`src/rtl/sps_pkg.sv`:
```
`timescale 1ns/1ps
package sps_pkg;
  localparam int CODE_W = 4;

  typedef struct packed {
    logic [CODE_W-1:0] thr;
    logic              int_sel;
    logic              nonint;
  } sps_cfg_t;

  // A threshold code is usable only with exactly one bit set.
  function automatic logic code_ok(input logic [CODE_W-1:0] code);
    return $countones(code) == 1;
  endfunction

  // Bit i selects base << i edges; zero when no bit is set.
  function automatic int unsigned thr_of(input logic [CODE_W-1:0] code,
                                         input int unsigned base);
    int unsigned t;
    t = 0;
    for (int i = 0; i < CODE_W; i++) begin
      if (code[i]) t = base << i;
    end
    return t;
  endfunction

  // Last line index before the line counter wraps.
  function automatic int unsigned wrap_line(input logic nonint,
                                            input int unsigned field_lines);
    return nonint ? field_lines - 1 : 2 * field_lines - 2;
  endfunction
endpackage

```
`src/rtl/sps_sync_stage.sv`:
```
`timescale 1ns/1ps
module sps_sync_stage #(
  parameter int STAGES = 2
) (
  input  logic clk,
  input  logic rst_n,
  input  logic d,
  output logic q
);
  logic [STAGES-1:0] chain;

  generate
    if (STAGES == 1) begin : g_one
      always_ff @(posedge clk) begin
        if (!rst_n) chain <= '0;
        else        chain <= d;
      end
    end else begin : g_multi
      always_ff @(posedge clk) begin
        if (!rst_n) chain <= '0;
        else        chain <= {chain[STAGES-2:0], d};
      end
    end
  endgenerate

  assign q = chain[STAGES-1];
endmodule

```
`src/rtl/sps_presence_det.sv`:
```
`timescale 1ns/1ps
module sps_presence_det
  import sps_pkg::*;
#(
  parameter int BASE_PULSES = 16,
  parameter int WIN_MULT    = 2,
  parameter int CNT_W       = 8,
  parameter int WIN_W       = 9
) (
  input  logic              clk,
  input  logic              rst_n,
  input  logic [CODE_W-1:0] thr_code,
  input  logic              code_chg,
  input  logic              line_tick,
  input  logic              hs_rise,
  output logic              present,
  output logic              hit,
  output logic              win_end,
  output logic              reached
);
  logic [CNT_W-1:0] pulse_cnt;
  logic [WIN_W-1:0] win_cnt;
  logic [CNT_W-1:0] thr;
  logic [WIN_W-1:0] win_len;
  logic             code_valid;

  assign code_valid = code_ok(thr_code);
  assign thr        = CNT_W'(thr_of(thr_code, BASE_PULSES));
  assign win_len    = WIN_W'(WIN_MULT * thr_of(thr_code, BASE_PULSES));

  assign reached = code_valid && (pulse_cnt >= thr);
  assign hit     = code_valid && hs_rise && !reached &&
                   (pulse_cnt == thr - CNT_W'(1));
  assign win_end = code_valid && line_tick &&
                   (win_cnt == win_len - WIN_W'(1));

  always_ff @(posedge clk) begin
    if (!rst_n) begin
      pulse_cnt <= '0;
      win_cnt   <= '0;
      present   <= 1'b0;
    end else if (!code_valid || code_chg) begin
      pulse_cnt <= '0;
      win_cnt   <= '0;
      present   <= 1'b0;
    end else if (win_end) begin
      pulse_cnt <= '0;
      win_cnt   <= '0;
      present   <= hit || reached;
    end else begin
      if (line_tick)            win_cnt   <= win_cnt + WIN_W'(1);
      if (hs_rise && !reached)  pulse_cnt <= pulse_cnt + CNT_W'(1);
      if (hit)                  present   <= 1'b1;
    end
  end
endmodule

```
`src/rtl/sps_line_gen.sv`:
```
`timescale 1ns/1ps
module sps_line_gen
  import sps_pkg::*;
#(
  parameter int FIELD_LINES = 263,
  parameter int LINE_W      = 10,
  parameter int PERIOD_W    = 12
) (
  input  logic clk,
  input  logic rst_n,
  input  logic line_tick,
  input  logic nonint,
  output logic hs,
  output logic vs,
  output logic mid_vs,
  output logic line_zero
);
  logic [LINE_W-1:0]   line_cnt;
  logic [LINE_W-1:0]   wrap_at;
  logic [PERIOD_W-1:0] phase;
  logic [PERIOD_W-1:0] period_q;
  logic [PERIOD_W-1:0] half;
  logic                seen;
  logic                per_ok;
  logic                at_wrap;

  assign wrap_at   = LINE_W'(wrap_line(nonint, FIELD_LINES));
  assign at_wrap   = (line_cnt >= wrap_at);
  assign half      = period_q >> 1;
  assign line_zero = (line_cnt == '0);

  // Half-line event on the last line of the first field (262.5-line mode).
  assign mid_vs = !nonint && per_ok && !line_tick &&
                  (line_cnt == LINE_W'(FIELD_LINES - 1)) &&
                  (half != '0) && (phase == half - PERIOD_W'(1));

  always_ff @(posedge clk) begin
    if (!rst_n) begin
      line_cnt <= '0;
      phase    <= '0;
      period_q <= '0;
      seen     <= 1'b0;
      per_ok   <= 1'b0;
      hs       <= 1'b0;
      vs       <= 1'b0;
    end else if (line_tick) begin
      line_cnt <= at_wrap ? '0 : line_cnt + LINE_W'(1);
      vs       <= at_wrap;
      hs       <= 1'b1;
      phase    <= '0;
      seen     <= 1'b1;
      if (seen) begin
        period_q <= (phase == '1) ? phase : phase + PERIOD_W'(1);
        per_ok   <= 1'b1;
      end
    end else begin
      hs <= 1'b0;
      vs <= mid_vs;
      if (phase != '1) phase <= phase + PERIOD_W'(1);
    end
  end
endmodule

```
`src/rtl/sync_presence_sel.sv`:
```
`timescale 1ns/1ps
module sync_presence_sel
  import sps_pkg::*;
#(
  parameter int BASE_PULSES = 16,
  parameter int WIN_MULT    = 2,
  parameter int FIELD_LINES = 263,
  parameter int PERIOD_W    = 12,
  parameter int SYNC_STAGES = 2
) (
  input  logic       clk,
  input  logic       rst_n,
  input  logic       ext_hsync,
  input  logic       ext_vsync,
  input  logic       line_tick,
  input  logic [3:0] thr_code,
  input  logic       int_sel,
  input  logic       nonint_sel,
  output logic       sync_present,
  output logic       hsync_out,
  output logic       vsync_out
);
  localparam int THR_MAX = BASE_PULSES << (CODE_W - 1);
  localparam int WIN_MAX = WIN_MULT * THR_MAX;
  localparam int CNT_W   = $clog2(THR_MAX + 1);
  localparam int WIN_W   = $clog2(WIN_MAX + 1);
  localparam int LINE_W  = $clog2(2 * FIELD_LINES);

  sps_cfg_t          cfg_q;
  logic [CODE_W-1:0] cfg_thr;
  logic              cfg_int;
  logic              cfg_nonint;
  logic              code_chg;
  logic              hs_s, vs_s, hs_prev, hs_rise;
  logic              int_hs, int_vs, mid_vs, line_zero;
  logic              det_hit, det_win_end, det_reached;

  always_ff @(posedge clk) begin
    if (!rst_n) cfg_q <= '0;
    else        cfg_q <= '{thr: thr_code, int_sel: int_sel, nonint: nonint_sel};
  end

  assign cfg_thr    = cfg_q.thr;
  assign cfg_int    = cfg_q.int_sel;
  assign cfg_nonint = cfg_q.nonint;
  assign code_chg   = (thr_code != cfg_thr);

  sps_sync_stage #(.STAGES(SYNC_STAGES)) u_hs_sync (
    .clk(clk), .rst_n(rst_n), .d(ext_hsync), .q(hs_s));
  sps_sync_stage #(.STAGES(SYNC_STAGES)) u_vs_sync (
    .clk(clk), .rst_n(rst_n), .d(ext_vsync), .q(vs_s));

  always_ff @(posedge clk) begin
    if (!rst_n) hs_prev <= 1'b0;
    else        hs_prev <= hs_s;
  end
  assign hs_rise = hs_s && !hs_prev;

  sps_presence_det #(
    .BASE_PULSES(BASE_PULSES), .WIN_MULT(WIN_MULT),
    .CNT_W(CNT_W), .WIN_W(WIN_W)
  ) u_det (
    .clk(clk), .rst_n(rst_n), .thr_code(cfg_thr), .code_chg(code_chg),
    .line_tick(line_tick), .hs_rise(hs_rise), .present(sync_present),
    .hit(det_hit), .win_end(det_win_end), .reached(det_reached));

  sps_line_gen #(
    .FIELD_LINES(FIELD_LINES), .LINE_W(LINE_W), .PERIOD_W(PERIOD_W)
  ) u_gen (
    .clk(clk), .rst_n(rst_n), .line_tick(line_tick), .nonint(cfg_nonint),
    .hs(int_hs), .vs(int_vs), .mid_vs(mid_vs), .line_zero(line_zero));

  assign hsync_out = cfg_int ? int_hs : hs_s;
  assign vsync_out = cfg_int ? int_vs : vs_s;
endmodule

```
`config.mk`:
```
export PLATFORM = sky130hd
export DESIGN_NAME = sync_presence_sel
export DESIGN_NICKNAME = d
export VERILOG_FILES = /design/src/rtl/sps_pkg.sv /design/src/rtl/sps_sync_stage.sv /design/src/rtl/sps_presence_det.sv /design/src/rtl/sps_line_gen.sv /design/src/rtl/sync_presence_sel.sv
export SDC_FILE = /design/constraint.sdc
export NUM_CORES = 1
export LEC_CHECK = 0
export BUFFER_PORTS_ARGS = -buffer_cell sky130_fd_sc_hd__buf_2
export CORE_ASPECT_RATIO = 0.75
export CORE_MARGIN = 3
export CORE_UTILIZATION = 40
export CTS_CLUSTER_SIZE = 8
export DETAILED_ROUTE_END_ITERATION = 10
export GPL_TIMING_DRIVEN = 0
export HOLD_SLACK_MARGIN = 0.08
export REMOVE_ABC_BUFFERS = 1
export SETUP_SLACK_MARGIN = 0.5
export SYNTH_ARGS = -nofsm -noshare
export SYNTH_HDL_FRONTEND = slang
export SYNTH_HIERARCHICAL = 1
export SYNTH_SLANG_ARGS = --single-unit
```
`constraint.sdc`:
```
create_clock -name clk -period 5.8 [get_ports clk]
set_input_delay 1.16 -clock clk [delete_from_list [all_inputs] [get_ports clk]]
set_output_delay 1.16 -clock clk [all_outputs]
set_load 0.05 [all_outputs]
```
* Word level (Yosys, flattened, before mapping)
Cells that the tools add are included.
Storage, ports and cells: ROM bits 0, input bits 11, bits in latches 0, register bits 67, bits in writable memories 0, word-level logic and storage cells 76, memories kept 0
Operators by class: mux-type cells 13, multiply operators 0, div/mod/pow operators 0, order comparisons 2, eq/ne operators 8, bitwise gates (word level) 1, reduce and logical (&&, ||, !) cells 26, shifts and indexed selects 0, add/sub/neg operators 10
Operators with widths (number):
- $add 32x32->32 | 1
- $eq 32x2->1 const B | 1
- $mux 10 | 2
- $logic_and 1x1->1 | 13
- $add 12x1->12 const B | 1
- $eq 12x12->1 | 1
- $eq 12x12->1 const B | 1
- $mux 12 | 1
- $ne 12x12->1 const B | 1
- $reduce_bool 12->1 | 1
- $sub 11x1->12 const B | 1
- $add 10x1->10 const B | 1
- $eq 10x9->1 const B | 1
- $ge 10x10->1 | 1
- $add 9x1->9 const B | 1
- $eq 9x9->1 | 1
- $sub 9x1->9 const B | 1
- $add 8x1->8 const B | 1
- $eq 8x8->1 | 1
- $ge 8x8->1 | 1
- $mux 8 | 1
- $sub 8x1->8 const B | 1
- $mux 7 | 1
- $mux 1 | 6
- 11 further kinds | 18

* Logic depth before layout (Yosys ltp)
Gate-level depths: netlist of the first run.
depth after elaboration 11, gate-level depth with buffers 12, depth with buffers taken out 10

* Cells and area by module
The synthesis of the first run kept the hierarchy.
By module, submodules not included:
- sps_line_gen | area an instance 2055.7 µm², times used 1, cells each 248
- sps_presence_det | area an instance 1270.0 µm², times used 1, cells each 141
- sync_presence_sel | area an instance 261.5 µm², times used 1, cells each 22
- sps_sync_stage | area an instance 52.6 µm², times used 2, cells each 4

* Worst setup path before layout of the first run
Ideal clock, no wire load.
kind register to register, start register cfg_q (netlist bit cfg_thr[1]), end register u_det.present, stages on the path, launching flop included 10, required time 5.742 ns, path slack 3.026 ns, arrival time 2.715 ns, buffers on the path 0, clock period less this slack 2.774 ns, cell sequence dfxtp_1 > inv_1 > fa_1 > inv_1 > ha_1 > ha_1 > or3b_4 > or4_4 > nor4b_4 > o21ba_1
On the way: cells in the longest elaborated chain, start to end 10, elaborated cells between the ends (all ways) 25, classes of those cells 4 x add/sub; 1 x order compare; 4 x eq/ne; 4 x mux; 12 x reduce/logical
Ends and longest elaborated chain:
- start: declaration | RTL line sync_presence_sel.sv:29 | sps_cfg_t cfg_q;
- start signal: assignment | RTL line sync_presence_sel.sv:40 | else cfg_q <= '{thr: thr_code, int_sel: int_sel, nonint: nonint_sel};
- parallel branches: the longest is 7 deep, another holds $add 32x32->32
- $logic_and 1x1->1 * | RTL line sps_presence_det.sv:32 | assign hit = code_valid && hs_rise && !reached &&
- named net det_hit | RTL line sync_presence_sel.sv:36 | logic det_hit, det_win_end, det_reached;
- $logic_or 1x1->1 | RTL line sps_presence_det.sv:49 | present <= hit || reached;
- $mux 1 | RTL line sps_presence_det.sv:46 | end else if (win_end) begin
- end signal: assignment | RTL line sps_presence_det.sv:49
- end: declaration | RTL line sps_presence_det.sv:16 | output logic present,
Mark *: on every way through the listed nets, which the timed path passes. A chain may end at the register's enable or synchronous reset.

* Worst setup path after layout of the first run
start register cfg_q (netlist bit cfg_thr[1]), end register u_det.win_cnt[1]
On the way: cells in the longest elaborated chain, start to end 7, elaborated cells between the ends (all ways) 14, classes of those cells 3 x add/sub; 3 x eq/ne; 3 x mux; 5 x reduce/logical
Ends and longest elaborated chain:
- parallel branches: the longest is 6 deep, another holds $add 32x32->32
- $reduce_or 3->1 (no source line) *
- end signal: assignment | RTL line sps_presence_det.sv:51 | if (line_tick) win_cnt <= win_cnt + WIN_W'(1);
- end: declaration | RTL line sps_presence_det.sv:22 | logic [WIN_W-1:0] win_cnt;
Every way passes the cells marked *.

==> results of run 1 <==
layer usage:
layer | vias up | wire length, µm
li1 | 1476 | -
met1 | 1310 | 4030
met2 | 47 | 3020
met3 | 8 | 294
met4 | 0 | 89
met5 | - | 0
power breakdown:
part / internal, mW / switching (mW)
registers: 0.464 / 0.0136
logic: 0.0501 / 0.0571
clock network: 0.371 / 0.189
total: 0.885 / 0.259
cells in the final DEF, fill, tap and decap left out, types with 4 or more instances in the layout:
| master | count |
|---|---|
| sky130_fd_sc_hd__a211oi_1 | 4 |
| sky130_fd_sc_hd__a21oi_1 | 16 |
| sky130_fd_sc_hd__and2_1 | 19 |
| sky130_fd_sc_hd__and3_1 | 7 |
| sky130_fd_sc_hd__buf_2 | 13 |
| sky130_fd_sc_hd__clkbuf_16 | 9 |
| sky130_fd_sc_hd__dfxtp_1 | 66 |
| sky130_fd_sc_hd__ha_1 | 20 |
| sky130_fd_sc_hd__inv_1 | 21 |
| sky130_fd_sc_hd__mux2i_1 | 5 |
| sky130_fd_sc_hd__nand2_1 | 43 |
| sky130_fd_sc_hd__nand2b_1 | 4 |
| sky130_fd_sc_hd__nand3_1 | 8 |
| sky130_fd_sc_hd__nand4_1 | 13 |
| sky130_fd_sc_hd__nor2_1 | 41 |
| sky130_fd_sc_hd__nor2b_1 | 7 |
| sky130_fd_sc_hd__nor3_1 | 6 |
| sky130_fd_sc_hd__nor3b_1 | 4 |
| sky130_fd_sc_hd__o211a_1 | 4 |
| sky130_fd_sc_hd__o21ai_0 | 6 |
| sky130_fd_sc_hd__o21ai_1 | 7 |
| sky130_fd_sc_hd__o31ai_1 | 5 |
| sky130_fd_sc_hd__or3_1 | 4 |
| sky130_fd_sc_hd__or4_1 | 5 |
| sky130_fd_sc_hd__xnor2_1 | 31 |
| sky130_fd_sc_hd__xor2_1 | 12 |
worst max-delay path, delay by kind of cell, from the launching register on:
kind,cells,cell delay (ns)
AND/OR/NAND/NOR,4,1.20
adder cells (fa/ha/maj),3,0.96
AO/OA/AOI/OAI,1,0.44
flip-flops,1,0.43
buffers and inverters,2,0.16
cell type report:
class | instances | area, µm²
Timing Repair Buffer | 13 | 65.1
Inverter | 21 | 78.8
Clock inverter | 6 | 82.6
Fill cell | 857 | 4580
Tap cell | 108 | 135
Multi-Input combinational cell | 316 | 2220
Clock buffer | 9 | 225
Sequential cell | 66 | 1320
state kept, by name (all words and copies together) (netlist names):
register / flops
cfg_int: 1
cfg_nonint: 1
cfg_thr: 4
hs_prev: 1
u_det/present: 1
u_det/pulse_cnt: 8
u_det/win_cnt: 9
u_gen/hs: 1
u_gen/line_cnt: 10
u_gen/per_ok: 1
u_gen/period_q: 11
u_gen/phase: 12
u_gen/seen: 1
u_gen/vs: 1
u_hs_sync/chain: 2
u_vs_sync/chain: 2
how the worst max path moves through the flow:
stage                    start          endpoint  slack (ns)  cells past startpoint
global placement    cfg_thr[1]  u_det/win_cnt[8]        2.57                     10
detailed placement  cfg_thr[1]  u_det/win_cnt[1]        2.54                     10
floorplan           cfg_thr[1]     u_det/present        3.03                      9
CTS                 cfg_thr[1]  u_det/win_cnt[0]        2.48                     10
global route        cfg_thr[1]  u_det/win_cnt[7]        2.34                     10
finish              cfg_thr[1]  u_det/win_cnt[1]        2.46                     10
through the flow:
| step | setup WS (ns) | instance area [µm²] | power [mW] |
|---|---|---|---|
| floorplan | 3.03 | 3620 | 0.566 |
| global placement | 2.57 | 3820 | 0.592 |
| detailed placement | 2.54 | 3820 | 0.594 |
| CTS | 2.48 | 4130 | 1.16 |
| global route | 2.34 | 4130 | 1.20 |
| finish | 2.46 | 4130 | 1.14 |
==> summary by stage, run 1 <==
Status
The flow ran to the end, and the final reports show no timing, DRC or antenna violations.

Clock network
The clock passes through at most 2 buffers. After clock tree synthesis, the flow added hold-fix buffers numbering 0. The H-tree depth is 3.

The number of gates resized after CTS was 0. After clock tree synthesis, the clock-pin slew on the worst setup and hold paths is around 0.05 ns. The clock sink count is 66. Clock tree synthesis selected as its root buffer the cell sky130_fd_sc_hd__clkbuf_16.

The clock tree from TritonCTS is done. After clock tree synthesis, the setup repair step added 0 buffers. The number of clock buffers added by TritonCTS is 9. The source-to-sink clock delay at the later pin of the worst-skew pair is around 0.32 ns.

Worst setup path
The required time at the worst-slack endpoint is ~6 ns. The worst setup path is captured at a flop. In this run the register-to-register setup slack is about 2.5 ns. At the worst endpoint, the arrival time is about 3.5 ns. The slowest library cell on the worst path is sky130_fd_sc_hd__or2_1. The critical path in this run is classified as flop to flop. The startpoint identified for the worst register-to-register timing path is cfg_thr[1]. For this run, the slowest stage of the critical path takes roughly 0.57 ns.

The capturing point of the worst reg2reg path is u_det/win_cnt[1]. The critical path goes through inv_1, fa_1, inv_1, ha_1, ha_1, nor3b_1, nand4_1, a211oi_1, or2_1, nor2_1. Along the worst path, the maximum fanout reaches 16.

The worst reg-to-reg path cell count is 10. The category of the worst setup path launch point is a flop.

Final layout
The net count reported at finish is around 460. The area growth from synthesis to layout is 12.3%. The utilization of the core after routing is 0.474. The number of antenna repair diodes is 0.

The proportion of layout cells with a drive suffix above 1 is 0.0951. The count of placed standard cells in the final layout, fillers left out is 539.

Global routing
Entering global routing, the biggest net connects 37 pins. The met1 demand-to-capacity share in global routing is 0.228. The most crowded layer after global routing is met1. The number of antenna violations at the first check in global routing came to 0. Across every metal layer, demand over resource in global routing totals 0.157. The met2 usage is 0.220.

The first global-routing pass estimated around 13000 µm of wire. The final global-route overflow total is 0. The number of global-route vias before repair is between 2000 and 3000.

In the global route stage, met3 resource usage came out at 0.0494.

Detailed routing
The number of vias after detailed routing is ~2800. The total length of routed wires is 7430 µm. After detailed routing, the number of remaining DRC violations is 0. The post-detailed-route via-to-cell ratio is 5.27. In this run, the number of DRC markers left after iteration 0 of detailed routing was 187. The average detailed-routed wire length per instance is about 14 µm. The number of nets with antenna violations after routing is 0. The detailed-router iteration count before antenna repair is 4.

Floorplan
From left edge to right edge, the die measures 117 µm. The core footprint is 8710 µm². During I/O placement, the number of pins put on the boundary was 14.

The initialized floorplan defines 29 standard-cell rows. The chip height is approximately 89 µm. The die covers slightly above 10000 µm².

The effective utilization at floorplan is 0.422.

Pwr
The reported leakage power is ~1.6 nW. Dividing total power by cell area gives a power density of about 280 nW/µm². The worst IR drop on VDD is ~240 µV.

Place
Detailed placement finished with a half-perimeter wire length of around 5200 µm. The total placed cells including tap cells is ~520. The weighted congestion reported at the end of routability-driven placement is roughly 0.8. Input and output buffers added on the ports amount to 13.

Synth
The combined area of all synthesized cells is between 3000 and 4000 µm². During synthesis, Yosys emitted a total of 6 warnings. The average instance area after synthesis is 8.85 µm².

In the synthesized netlist, the number of instances is approximately 420.

Timing
The slew at the pin closest to its max-slew limit is 0.691 ns. The setup TNS is 0 ns. Dividing the final minimum period by the clock period gives 0.576. The clock period minus final worst setup slack is approximately 3.3 ns. Between clock sinks in the finished design, the worst skew comes to around 0.0050 ns. The relative slew slack is 0.540. The final-report max-slew violation count was 0. The tightest hold path in the finished design has a slack of around 0.43 ns. Setup violations remaining at the end of the flow were counted as 0. Setup repair after global routing left no endpoint under its margin.

The maximum frequency from static timing analysis is ~300 MHz. The final hold violation count is 0.

Hold path
The kind of path behind the tightest hold check is flop to flop. The worst min-delay path endpoint is u_vs_sync/chain[1]. The worst hold path begins at u_vs_sync/chain[0]. The depth of the worst hold-timing path is 1.

Flow run
The tool flagged a number of max-cap violations equal to 0.
(Power assumes the default switching activity.)
==> inputs of run 2 (changes only) <==
==> constraint.sdc (replaced) <==
create_clock -name clk -period 3.1 [get_ports clk]
set_input_delay 0.62 -clock clk [delete_from_list [all_inputs] [get_ports clk]]
set_output_delay 0.62 -clock clk [all_outputs]
set_load 0.05 [all_outputs]
==> run 2 against run 1 <==
Effect of this change:
- utilization increased by 1.7 points
- first-iteration DRC count increased by 24%
- setup slack worse by 2.1 ns
- critical endpoint is now u_det/present
- clock-buffer cell count unchanged
- via count is 1.4% higher
- die area stayed put
- largest cell class unchanged
==> summary by stage, run 2 (same netlist as run 1, synthesis figures left out) <==
Worst setup path
The register-to-register path setup slack was 0.40 ns (was 2.46 ns). The category of the worst setup path launch point is a flop (unchanged). Cells along the critical path: inv_2, fa_1, inv_1, ha_2, ha_4, nor3b_2, nand4_1, a211oi_2, mux2_1, o21ba_1 (was inv_1, fa_1, inv_1, ha_1, ha_1, nor3b_1, nand4_1, a211oi_1, or2_1, nor2_1). The type of the worst setup path is flop to flop (unchanged).

The slowest library cell on the worst path is sky130_fd_sc_hd__fa_1 (was sky130_fd_sc_hd__or2_1). The data arrival time of the critical path is 2.92 ns (was 3.52 ns). The required time at the worst-slack endpoint is 3.32 ns (was 5.98 ns). The peak per-stage delay on the critical path is 0.52 ns (was 0.57 ns).

The critical path endpoint category is a flop (unchanged). The maximum fanout count along the critical path is 3 (was 16).

Final layout
The number of antenna repair diodes was 0 (unchanged). The flip-flop count of the largest register, all copies and words added was 12 (unchanged). The most common cell after layout, fill and taps aside was sky130_fd_sc_hd__dfxtp_1 (unchanged). Largest registers in the final layout: u_gen/phase: 12 flops, u_gen/period_q: 11 flops, u_gen/line_cnt: 10 flops (unchanged). The final design instance area without fill is 4270 µm² (was 4130 µm²).

The area growth from synthesis to layout is 16.2% (was 12.3%). Commonest cells after routing, fill and taps aside: sky130_fd_sc_hd__dfxtp_1, sky130_fd_sc_hd__nand2_1, sky130_fd_sc_hd__nor2_1, sky130_fd_sc_hd__xnor2_1, sky130_fd_sc_hd__and2_1 (was sky130_fd_sc_hd__dfxtp_1, sky130_fd_sc_hd__nand2_1, sky130_fd_sc_hd__nor2_1, sky130_fd_sc_hd__xnor2_1, sky130_fd_sc_hd__inv_1). The net count reported at finish came to 467 (was 459). The storage element area is 1330 µm² (was 1320 µm²). The area taken by multi-input logic gates is 2270 µm² (was 2220 µm²).

The register with the most flip-flops is u_gen/phase (unchanged). The number of fillers in the final layout is 836 (was 857). The proportion of layout cells with a drive suffix above 1 is 0.141 (was 0.0951).

Detailed routing
The average detailed-routed wire length per instance is 14.2 µm (was 13.8 µm). The number of DRC markers after the initial detailed-route iteration came to 231 (was 187). The detailed-router iteration count before antenna repair is 4 (unchanged). The number of vias after detailed routing came to 2882 (was 2841). The total DRC errors in the routed layout was 0 (unchanged). The number of nets with antenna violations after routing is 0 (unchanged). The post-detailed-route via-to-cell ratio is 5.27 (about the same). The total length of routed wires is 7790 µm (was 7430 µm).

Timing
The slew at the pin closest to its max-slew limit came to 0.691 ns (about the same). The final worst clock skew was 0.00597 ns (was 0.00505 ns). The final worst-path cycle share is 0.871 (was 0.576).

The maximum frequency from static timing analysis was 370 MHz (was 300 MHz). The final-report max-slew violation count is 0 (unchanged). The final hold violation count is 0 (unchanged). RSZ-0062 raised after global routing: true (was false). The clock period minus final worst setup slack is 2.70 ns (was 3.34 ns). The count of endpoints failing setup in the final report is 0 (unchanged). The relative slew slack is 0.540 (about the same).

The smallest setup slack after layout is 0.399 ns (was 2.46 ns).

Global routing
The final global-route overflow total was 0 (unchanged). The number of global-route vias before repair came to 2699 (was 2665). The overall fraction of global-route tracks in use came to 0.161 (was 0.157). The number of antenna violations at the first check in global routing is 0 (unchanged). The first-pass GRT wire length is 13000 µm (was 12700 µm). The largest net degree at the start of global routing was 37 (unchanged).

Floorplan
The chip height is 89.0 µm (unchanged). The effective utilization at floorplan came to 0.422 (unchanged). The overall die width was 117 µm (unchanged). The core footprint came to 8710 µm² (unchanged). The row count came to 29 (unchanged). The full die area was 10400 µm² (unchanged). The I/O pin total is 14 (unchanged).

Pwr
The switching part of the total power is 0.228 (was 0.227). The reported net switching power was 0.498 mW (was 0.259 mW). The internal power is 1.69 mW (was 0.885 mW). The sequential power share is 0.408 (was 0.417). The cell area power density is 511 nW/µm² (was 277 nW/µm²). The reported leakage power came to 1.69 nW (was 1.64 nW). The total power of the final layout is 2.18 mW (was 1.14 mW). The fraction of power consumed by the clock network is 0.479 (was 0.489). The combinational group share of total power was 0.112 (was 0.094).

The worst IR drop on VDD came to 443 µV (was 236 µV).

Clock network
The number of buffers inserted for hold repair after clock tree synthesis is 0 (unchanged). The source-to-sink clock delay at the later pin of the worst-skew pair is 0.33 ns (was 0.32 ns). The maximum root-to-sink buffer count is 2 (unchanged). The H-tree depth was 3 (unchanged). The clock root buffer is sky130_fd_sc_hd__clkbuf_16 (unchanged). The clock slew seen by the registers of the worst setup and hold paths is 0.06 ns (was 0.05 ns). The number of buffers added by the clock tree synthesis step is 9 (unchanged).

The clock tree from TritonCTS is done (unchanged). The clock sink count was 66 (unchanged).

Place
The placed wire-length estimate is 5210 µm (unchanged). The weighted congestion reported at the end of routability-driven placement is 0.818 (unchanged). The post-placement cell area is 3820 µm² (unchanged).

The number of port buffers is 13 (unchanged). The pre-CTS setup slack is -0.156 ns (was 2.54 ns).

Hold path
The kind of path behind the tightest hold check is flop to flop (unchanged).

Flow run
The max-capacitance violation count is 0 (unchanged).

Status
Run status: finished clean (unchanged).
run 2: timing repair:
action | CTS | global route
gates cloned | 0 | 2
endpoints found under the hold margin | 0 | 0
resized for setup | 14 | 4
setup buffers | 6 | 0
pin swaps | 3 | 3
setup endpoints to repair | 18 | 18
run 2: cell type report:
cell class | instances | area share
clock buffers | 9 | 0.0527
flip-flops and latches | 66 | 0.311
clock inverters | 6 | 0.0193
inverters | 21 | 0.0185
repair buffers | 20 | 0.0346
well taps | 108 | 0.0316
multi-input cells | 317 | 0.532
run 2: per-layer routing:
layer | GRT usage | wire length, µm
met3 | 0.0494 | 253
met1 | 0.232 | 4220
met2 | 0.230 | 3280
met5 | 0 | 0
met4 | 0.0479 | 40
run 2: per-stage QoR:
stage / util / setup TNS (ns) / hold WS (ns) / instances
finish: 0.491 / 0 / 0.432 / 547
global route: 0.491 / 0 / 0.454 / 547
CTS: 0.485 / 0 / 0.433 / 545
detailed placement: 0.439 / -2.13 / 0.418 / 524
global placement: 0.439 / -1.90 / 0.415 / 524
floorplan: - / 0 / 0.412 / 403
run 2: critical path, delay by kind of cell (launching register included):
kind                     cells  cell delay [ns]
multiplexers                 1             0.34
adder cells (fa/ha/maj)      3             0.92
buffers and inverters        2             0.10
AND/OR/NAND/NOR              2             0.42
AO/OA/AOI/OAI                2             0.45
flip-flops                   1             0.35
run 2: power groups by stage:
stage | Clock [mW] | Sequential, mW | Combinational (mW)
6_report | 1.05 | 0.891 | 0.245
5_1_grt | 1.12 | 0.893 | 0.271
4_1_cts | 1.08 | 0.890 | 0.228
3_5_place_dp | 0 | 0.910 | 0.201
3_3_place_gp | 0 | 0.910 | 0.197
2_1_floorplan | 0 | 0.903 | 0.156
run 2: path summary, 6_finish.rpt:
check                        to               start  cells past startpoint
min          u_vs_sync/chain[1]  u_vs_sync/chain[0]                      1
max               u_det/present          cfg_thr[1]                     10
min reg2reg  u_vs_sync/chain[1]  u_vs_sync/chain[0]                      1
max reg2reg       u_det/present          cfg_thr[1]                     10
==> inputs of run 3 (changes only) <==
--- a/config.mk
+++ b/config.mk
@@ -19,3 +19,4 @@
 export SYNTH_HDL_FRONTEND = slang
 export SYNTH_HIERARCHICAL = 1
 export SYNTH_SLANG_ARGS = --single-unit
+export TNS_END_PERCENT = 30
==> constraint.sdc (replaced) <==
create_clock -name clk -period 3.1 [get_ports clk]
set_input_delay 0.62 -clock clk [delete_from_list [all_inputs] [get_ports clk]]
set_output_delay 0.62 -clock clk [all_outputs]
set_load 0.005 [all_outputs]
==> run 3 against run 2 <==
Effect of this change:
- clock skew up 0.00086 ns
- combinational power down 7%
- sequential cell count unchanged
- routed wire length down 1.2%
- final cell count down 0.37%
- die area unchanged
- utilization down 0.32 points
- global-route usage unchanged
- critical path depth down 1
- clock-buffer cell count unchanged
- non-clock buffer count down 2
- highest routed layer unchanged
- fmax about the same
==> summary by stage, run 3 (same netlist as run 1, synthesis figures left out) <==
Timing
The slew at the pin closest to its max-slew limit is 0.679 ns (was 0.691 ns). The final worst-path cycle share is 0.871 (about the same). The setup TNS came to 0 ns (unchanged).

The final hold violation count is 0 (unchanged). The clock period minus final worst setup slack is 2.70 ns (about the same). The maximum frequency from static timing analysis came to 370 MHz (about the same).

The relative slew slack is 0.547 (was 0.540). The final-report max-slew violation count is 0 (unchanged). RSZ-0062 raised after global routing: true (unchanged). The count of endpoints failing setup in the final report came to 0 (unchanged). The final worst clock skew was 0.00683 ns (was 0.00597 ns).

Floorplan
The full die area is 10400 µm² (unchanged). The row count is 29 (unchanged). The chip height was 89.0 µm (unchanged).

The I/O pin total came to 14 (unchanged). The core footprint is 8710 µm² (unchanged). The overall die width is 117 µm (unchanged). The effective utilization at floorplan is 0.422 (unchanged).

Worst setup path
The maximum fanout count along the critical path came to 2 (was 3). By instance count, the cell type seen most on the critical path is sky130_fd_sc_hd__inv_1. The peak per-stage delay on the critical path is 0.53 ns (was 0.52 ns). The critical path endpoint category is a flop (unchanged). The slowest library cell on the worst path is sky130_fd_sc_hd__or4_4 (was sky130_fd_sc_hd__fa_1). The required time at the worst-slack endpoint is 3.37 ns (was 3.32 ns). The data arrival time of the critical path is 2.97 ns (was 2.92 ns). Cells along the critical path: inv_1, fa_1, inv_1, ha_2, ha_4, or3b_4, or4_4, nor4b_4, o21ba_1 (was inv_2, fa_1, inv_1, ha_2, ha_4, nor3b_2, nand4_1, a211oi_2, mux2_1, o21ba_1). The category of the worst setup path launch point was a flop (unchanged). The type of the worst setup path was flop to flop (unchanged).

Final layout
The storage element area is 1330 µm² (unchanged). The area growth from synthesis to layout is 15.5% (was 16.2%). The area taken by multi-input logic gates came to 2280 µm² (was 2270 µm²). The proportion of layout cells with a drive suffix above 1 is 0.140 (was 0.141). Commonest cells after routing, fill and taps aside: sky130_fd_sc_hd__dfxtp_1, sky130_fd_sc_hd__nand2_1, sky130_fd_sc_hd__nor2_1, sky130_fd_sc_hd__xnor2_1 (was sky130_fd_sc_hd__dfxtp_1, sky130_fd_sc_hd__nand2_1, sky130_fd_sc_hd__nor2_1, sky130_fd_sc_hd__xnor2_1, sky130_fd_sc_hd__and2_1).

The flip-flop count of the largest register, all copies and words added is 12 (unchanged). Largest registers in the final layout: u_gen/phase: 12 flops, u_gen/period_q: 11 flops, u_gen/line_cnt: 10 flops (unchanged). The net count reported at finish was 465 (was 467). The utilization of the core after routing is 0.487 (was 0.491). The number of antenna repair diodes was 0 (unchanged).

The number of fillers in the final layout is 838 (was 836). The register with the most flip-flops was u_gen/phase (unchanged). The most common cell after layout, fill and taps aside is sky130_fd_sc_hd__dfxtp_1 (unchanged).

Global routing
The number of global-route vias before repair came to 2698 (was 2699). The number of antenna violations at the first check in global routing is 0 (unchanged). The largest net degree at the start of global routing is 37 (unchanged). The final global-route overflow total is 0 (unchanged). The first-pass GRT wire length is 13000 µm (about the same). The overall fraction of global-route tracks in use is 0.161 (unchanged).

Pwr
The cell area power density was 511 nW/µm² (about the same). The reported leakage power is 1.67 nW (was 1.69 nW). The worst IR drop on VDD came to 442 µV (was 443 µV).

Hold path
The kind of path behind the tightest hold check is flop to flop (unchanged).

Clock network
The clock root buffer is sky130_fd_sc_hd__clkbuf_16 (unchanged). The number of buffers added by the clock tree synthesis step was 9 (unchanged). The clock sink count came to 66 (unchanged).

The clock tree from TritonCTS is done (unchanged). The H-tree depth came to 3 (unchanged). The clock slew seen by the registers of the worst setup and hold paths is 0.06 ns (about the same).

The maximum root-to-sink buffer count is 2 (unchanged). The source-to-sink clock delay at the later pin of the worst-skew pair was 0.33 ns (about the same). The number of buffers inserted for hold repair after clock tree synthesis is 0 (unchanged).

Place
The number of port buffers is 13 (unchanged). The weighted congestion reported at the end of routability-driven placement was 0.818 (unchanged). The placed wire-length estimate is 5210 µm (unchanged).

Detailed routing
The detailed-router iteration count before antenna repair is 5 (was 4). The number of DRC markers after the initial detailed-route iteration was 224 (was 231). The post-detailed-route via-to-cell ratio is 5.31 (was 5.27).

The total DRC errors in the routed layout is 0 (unchanged). The average detailed-routed wire length per instance is 14.1 µm (was 14.2 µm). The number of vias after detailed routing is 2895 (was 2882). The total length of routed wires is 7700 µm (was 7790 µm). The number of nets with antenna violations after routing is 0 (unchanged).

Flow run
The max-capacitance violation count is 0 (unchanged).

Status
Run status: finished clean (unchanged).
-- run 3: layer usage --
layer | track usage | routed length, µm | vias to the layer above | share of wire
li1 | - | - | 1487 | -
met1 | 0.232 | 4060 | 1342 | 0.53
met2 | 0.229 | 3170 | 61 | 0.41
met3 | 0.0494 | 388 | 5 | 0.050
met4 | 0.0479 | 81 | 0 | 0.011
met5 | 0 | 0 | - | 0
-- run 3: repair_timing --
item / CTS / global route
endpoints found under the setup margin: 18 / 18
pin swaps: 3 / 8
buffers inserted: 5 / 0
gates resized for setup: 11 / 8
cloned: 0 / 1
-- run 3: report_power, final --
part / switching, mW / internal, mW
logic: 0.113 / 0.116
registers: 0.0240 / 0.867
clock network: 0.353 / 0.694
-- run 3: worst paths after layout --
| check | end | from | cells after the start | slack (ns) |
|---|---|---|---|---|
| worst max-delay path | u_det/present | cfg_thr[3] | 9 | 0.40 |
| worst min-delay path | u_vs_sync/chain[1] | u_vs_sync/chain[0] | 1 | 0.43 |
| worst max register to register | u_det/present | cfg_thr[3] | 9 | 0.40 |
| worst min register to register | u_vs_sync/chain[1] | u_vs_sync/chain[0] | 1 | 0.43 |
-- run 3: final cells by class --
cell class	count	share of cell area
inverters	21	0.0186
clock inverters	6	0.0195
repair buffers	18	0.0271
multi-input cells	317	0.537
well taps	108	0.0318
clock buffers	9	0.0531
flip-flops and latches	66	0.313
-- run 3: worst max-delay path: cells and delay by family (launching register included) --
family,cells,cell delay (ns)
buffers and inverters,2,0.12
AND/OR/NAND/NOR,3,1.14
flip-flops,1,0.34
adder cells (fa/ha/maj),3,0.90
AO/OA/AOI/OAI,1,0.14
-- run 3: per-stage QoR --
step,total power [mW],cells,instance area [µm²],worst slack (ns),hold WS (ns)
2_1_floorplan,1.05,403,3620,0.326,0.412
3_3_place_gp,1.10,524,3820,-0.130,0.415
3_5_place_dp,1.11,524,3820,-0.156,0.418
4_1_cts,2.19,544,4210,0.367,0.433
5_1_grt,2.27,545,4240,0.320,0.454
6_report,2.17,545,4240,0.399,0.432
